File: config.mk
export PLATFORM = sky130hd
export DESIGN_NAME = uart_swfc_ctrl
export DESIGN_NICKNAME = d
export VERILOG_FILES = /design/src/rtl/swfc_pkg.sv /design/src/rtl/swfc_level_watch.sv /design/src/rtl/swfc_tx_sel.sv /design/src/rtl/swfc_rx_guard.sv /design/src/rtl/uart_swfc_ctrl.sv
export SDC_FILE = /design/constraint.sdc
export NUM_CORES = 1
export LEC_CHECK = 0
export BUFFER_PORTS_ARGS = -buffer_cell sky130_fd_sc_hd__buf_2
export CORE_AREA = 2 2 39 41
export DETAILED_ROUTE_END_ITERATION = 6
export DIE_AREA = 0 0 41 43
export GPL_ROUTABILITY_DRIVEN = 0
export GPL_TIMING_DRIVEN = 0
export PLACE_DENSITY = 0.69
export SETUP_SLACK_MARGIN = 0.02
export SYNTH_ARGS = -nofsm -noshare
export SYNTH_HDL_FRONTEND = slang
export SYNTH_SLANG_ARGS = --single-unit
File: constraint.sdc
create_clock -name clk -period 4.9 [get_ports clk]
set_clock_uncertainty 0.05 [all_clocks]
set_input_delay 0.49 -clock clk [delete_from_list [all_inputs] [get_ports clk]]
set_output_delay 0.49 -clock clk [all_outputs]
set_load 0.01 [all_outputs]
File: src/rtl/swfc_pkg.sv
package swfc_pkg;
  typedef logic [7:0] byte_t;

  typedef enum logic [1:0] {
    SRC_NONE = 2'd0,
    SRC_XOFF = 2'd1,
    SRC_XON  = 2'd2,
    SRC_USER = 2'd3
  } tx_src_e;

  function automatic logic is_code(input byte_t b, input byte_t on_c, input byte_t off_c);
    return (b == on_c) || (b == off_c);
  endfunction
endpackage

File: src/rtl/swfc_level_watch.sv
module swfc_level_watch #(
  parameter int FILL_W   = 4,
  parameter int HI_LVL   = 12,
  parameter int LO_LVL   = 1
) (
  input  logic              clk,
  input  logic              rst_n,
  input  logic [FILL_W-1:0] level,
  input  logic              tx_ready,
  output logic              want_xoff,
  output logic              want_xon
);
  localparam logic [FILL_W:0] HI_THR = (FILL_W+1)'(HI_LVL);
  localparam logic [FILL_W:0] LO_THR = (FILL_W+1)'(LO_LVL);

  logic [FILL_W:0] lvl_ext;
  logic            at_hi, at_lo;
  logic            paused_q, paused_d, paused_en;

  assign lvl_ext = {1'b0, level};
  assign at_hi   = (lvl_ext >= HI_THR);
  assign at_lo   = (lvl_ext == LO_THR);

  always_comb begin
    want_xoff = at_hi & ~paused_q;
    want_xon  = at_lo &  paused_q;
    paused_en = 1'b0;
    paused_d  = paused_q;
    if (tx_ready && at_hi) begin
      paused_en = 1'b1;
      paused_d  = 1'b1;
    end else if (tx_ready && at_lo && paused_q) begin
      paused_en = 1'b1;
      paused_d  = 1'b0;
    end
  end

  always_ff @(posedge clk or negedge rst_n) begin
    if (!rst_n)         paused_q <= 1'b1;
    else if (paused_en) paused_q <= paused_d;
  end
endmodule

File: src/rtl/swfc_tx_sel.sv
module swfc_tx_sel
  import swfc_pkg::*;
#(
  parameter byte_t ON_CODE  = 8'h11,
  parameter byte_t OFF_CODE = 8'h13
) (
  input  logic  want_xoff,
  input  logic  want_xon,
  input  logic  q_valid,
  input  byte_t q_byte,
  input  logic  tx_ready,
  output logic  tx_stb,
  output byte_t tx_byte,
  output logic  q_pop
);
  tx_src_e src;
  logic    drop_user;

  assign drop_user = is_code(q_byte, ON_CODE, OFF_CODE);

  always_comb begin
    if (want_xoff)    src = SRC_XOFF;
    else if (want_xon) src = SRC_XON;
    else if (q_valid)  src = SRC_USER;
    else               src = SRC_NONE;
  end

  always_comb begin
    tx_stb  = 1'b0;
    tx_byte = q_byte;
    q_pop   = 1'b0;
    case (src)
      SRC_XOFF: begin
        tx_stb  = tx_ready;
        tx_byte = OFF_CODE;
      end
      SRC_XON: begin
        tx_stb  = tx_ready;
        tx_byte = ON_CODE;
      end
      SRC_USER: begin
        q_pop  = tx_ready;
        tx_stb = tx_ready & ~drop_user;
      end
      default: ;
    endcase
  end
endmodule

File: src/rtl/swfc_rx_guard.sv
module swfc_rx_guard
  import swfc_pkg::*;
(
  input  logic  clk,
  input  logic  rst_n,
  input  logic  rx_stb,
  input  byte_t rx_byte,
  input  logic  q_full,
  output logic  q_push,
  output byte_t q_byte,
  output logic  ovf
);
  logic ovf_q, ovf_set;

  assign q_push  = rx_stb & ~q_full;
  assign q_byte  = rx_byte;
  assign ovf_set = rx_stb & q_full;
  assign ovf     = ovf_q;

  always_ff @(posedge clk or negedge rst_n) begin
    if (!rst_n)       ovf_q <= 1'b0;
    else if (ovf_set) ovf_q <= 1'b1;
  end
endmodule

File: src/rtl/uart_swfc_ctrl.sv
module uart_swfc_ctrl
  import swfc_pkg::*;
#(
  parameter int    FILL_W    = 4,
  parameter byte_t XON_CODE  = 8'h11,
  parameter byte_t XOFF_CODE = 8'h13,
  parameter real   XOFF_FRAC = 0.75,
  parameter real   XON_FRAC  = 0.0625
) (
  input  logic              clk,
  input  logic              rst_n,
  input  logic              txq_valid,
  input  logic [7:0]        txq_byte,
  output logic              txq_pop,
  input  logic              ser_tx_ready,
  output logic              ser_tx_stb,
  output logic [7:0]        ser_tx_byte,
  input  logic              ser_rx_stb,
  input  logic [7:0]        ser_rx_byte,
  input  logic              rxq_full,
  input  logic [FILL_W-1:0] rxq_level,
  output logic              rxq_push,
  output logic [7:0]        rxq_byte,
  output logic              ovf_flag
);
  localparam int RANGE  = 2 ** FILL_W;
  localparam int HI_LVL = int'(XOFF_FRAC * real'(RANGE));
  localparam int LO_LVL = int'(XON_FRAC * real'(RANGE));

  logic want_xoff, want_xon;

  swfc_level_watch #(
    .FILL_W (FILL_W),
    .HI_LVL (HI_LVL),
    .LO_LVL (LO_LVL)
  ) watch_i (
    .clk       (clk),
    .rst_n     (rst_n),
    .level     (rxq_level),
    .tx_ready  (ser_tx_ready),
    .want_xoff (want_xoff),
    .want_xon  (want_xon)
  );

  swfc_tx_sel #(
    .ON_CODE  (XON_CODE),
    .OFF_CODE (XOFF_CODE)
  ) sel_i (
    .want_xoff (want_xoff),
    .want_xon  (want_xon),
    .q_valid   (txq_valid),
    .q_byte    (txq_byte),
    .tx_ready  (ser_tx_ready),
    .tx_stb    (ser_tx_stb),
    .tx_byte   (ser_tx_byte),
    .q_pop     (txq_pop)
  );

  swfc_rx_guard rx_i (
    .clk     (clk),
    .rst_n   (rst_n),
    .rx_stb  (ser_rx_stb),
    .rx_byte (ser_rx_byte),
    .q_full  (rxq_full),
    .q_push  (rxq_push),
    .q_byte  (rxq_byte),
    .ovf     (ovf_flag)
  );
endmodule

==> results.md <==
- Synth Register Bits: 2
- DIE HEIGHT: 43 um
- Layout Area Growth over Synthesis: 68.0%
- CTS root buf: clkbuf_4
- Initial core utilization: 25.7%
- Commonest non-fill, non-tap cell in the layout: buf_2
- Max-slew headroom: 78.2%
- R2R Setup Slk: 4.03 ns
- Unrepaired setup endpoints after global routing: false
- Final Setup Violations: 0
- N_diodes: 0
- Synth cell types: 24
- Most frequent cells in the layout: buf_2 (38), buf_4 (8), nor2b_1 (7)
- Layout cells sized above 1: 65.9%
- Synthesized area per cell: 8.26 um2
- Crit path to: ser_tx_stb
- Nets: 114
- Peak VDD IR: 0.167 mV
- Kind of critical path: primary input to output pin
- Worst-path clk slew: 0.04 ns
- Highest metal used: met3
- DRC Markers: 0
- CP Capture Type: output pin
- Sequential area share after synthesis: 14.4%
- Met2 WL: 360 um
- Tot Pwr: 0.126 mW
- Post-Place Setup Slack: 1.74 ns
- Leakage power total: 0.339 nW
- Number of fill cells: 134
- Fmax: 320 MHz
- Slew Limit Fails: 0
- Total grt overflow: 0
- Critical Path AT: 2.59 ns
- DIE AREA: 1760 um2
- Skew-Pair Late Insertion Delay: 0.23 ns
- Final ANT Viol Nets: 0
- Hpwl dp: 735 um
- Worst-Margin Slew: 0.319 ns
- Syn nets: 71
- Clk buf depth: 2
- Final period utilization: 63.8%
- DR vias: 440
- Vias in the first global route: 356
- Multi-input gate area: 228 um2
- Min Tclk post-route: 3.13 ns
- Port buffer count: 37
- FP Rows: 14
- Core box area: 1380 um2
- Post-CTS setup buffers: 0
- Largest net degree at the start of global routing: 11
- CTS tree: done
- Hold path start: rx_i.ovf$_DFFE_PN0P_
- Top cell type's share of synthesized area: 16.9%
- DR iter-0 viols: 8
- Cell taking the most area after synthesis: buf_4
- Placed cell count: 96
- DRT Wirelength: 867 um
- Crit path launch: rxq_level[3]
- DRT met1 WL: 348 um
- Worst Path Required: 4.36 ns
- Crit-path max FO: 10
- DR WL met3: 158 um
- Non-Filler Instances: 101
- Worst Hold Class: flip-flop to flip-flop
- Num CTS Buffers: 3
- Area contributors post-synth: buf_4 (17%), nor2b_1 (12%), dfstp_2 (7.4%)
- Crit Reg-Reg Endpoint: watch_i.paused_q$_DFFE_PN1P_
- Register Area: 51.3 um2
- PwrDens: 211 nW/um2
- Max-Cap Viols: 0
- Gr usage total: 9.74%
- Final hold vios: 0
- Startpoint type of the worst setup path: primary input
- R2R depth: 2
- Routed wire per std cell: 8.58 um
- Post-Synthesis Cell Area: 355 um2
- Post-Syn Instances: 43
- Htree depth: 1
- Top Ports: 46
- Sum Neg Setup Slack: 0 ns
- First drt pass iteration count: 3
- First-pass GRT wire length: 1230 um
- Reg-to-Reg Start: watch_i.paused_q$_DFFE_PN1P_
- CTS resizes: 0
- Fin worst setup slack: 1.77 ns
- Status: finished, final reports clean
- Die Wd: 41 um
- Vias per cell: 4.36
- Initial antenna violation count: 0
- Clock net sink count: 2
- Number of warnings issued by yosys: 0
## cell families after synthesis
family                   after synthesis  share of synthesized area (%)
adder cells (fa/ha/maj)                2                           7.04
AND/OR/NAND/NOR                       17                           33.4
buffers and inverters                 12                           21.5
multiplexers                           1                           3.17
flip-flops                             2                           14.4
AO/OA/AOI/OAI                          9                           20.4
## repair_timing
action / in CTS / in global routing
hold buffers: 1 / 0
endpoints found under the hold margin: 1 / 0
setup endpoints to repair: 0 / 0
## where the power goes
part           internal, mW  switching (mW)  leakage [nW]
sequential           0.0188         0.00131        0.0193
combinational        0.0340          0.0303         0.305
clock                0.0303          0.0111        0.0150
## state kept, by name, indices dropped and copies added (netlist names)
register          cells
rx_i.ovf              1
watch_i.paused_q      1
## final cells by class
type	count	area share [%]
clock buffer	4	4.40
multi-input combinational	29	38.2
buffer	9	10.9
inverter	3	1.89
sequential	2	8.60
timing repair buffer	38	32.7
tap	16	3.35
## metal layers
metal	track usage, %	vias up
met1	12.2	175
met5	0	-
li1	-	228
met4	4.00	0
met3	1.57	0
met2	15.6	37
## synth_stat cells
cell type  instances
nor2_1             1
buf_4              8
a211oi_1           1
a21bo_2            1
and3b_2            1
buf_2              1
a2111oi_0          1
ha_1               2
or2_2              2
inv_1              3
o211ai_1           1
a211o_1            1
a21o_1             1
and2_1             1
nor3b_1            1
nor2b_1            7
dfrtp_1            1
a31oi_1            2
dfstp_2            1
nand2_1            1
o211a_1            1
mux2_2             1
or4b_4             1
nor4b_1            2
## worst max-delay path, stage by stage
cell	delay (ns)
buf_2	0.13
or4b_4	0.56
a211o_1	0.31
ha_1	0.27
buf_2	0.18
nor4b_1	0.07
a2111oi_0	0.37
buf_2	0.20
## worst min-delay path by stage
stage	to	slack [ns]	cells past startpoint
finish	rx_i.ovf$_DFFE_PN0P_	0.42	1
global route	watch_i.paused_q$_DFFE_PN1P_	0.41	2
CTS	watch_i.paused_q$_DFFE_PN1P_	0.42	2
detailed placement	rx_i.ovf$_DFFE_PN0P_	0.23	1
global placement	rx_i.ovf$_DFFE_PN0P_	0.23	1
floorplan	rx_i.ovf$_DFFE_PN0P_	0.14	0
## through the flow
stage | area [um2] | utilization (%) | hold slack [ns]
final | 597 | 43.1 | 0.418
after CTS | 597 | 43.1 | 0.416
after detailed placement | 561 | 40.5 | 0.226
after global routing | 597 | 43.1 | 0.415
after global placement | 561 | 40.5 | 0.227
after floorplan | 355 | - | 0.144
(Power assumes the default switching activity.)
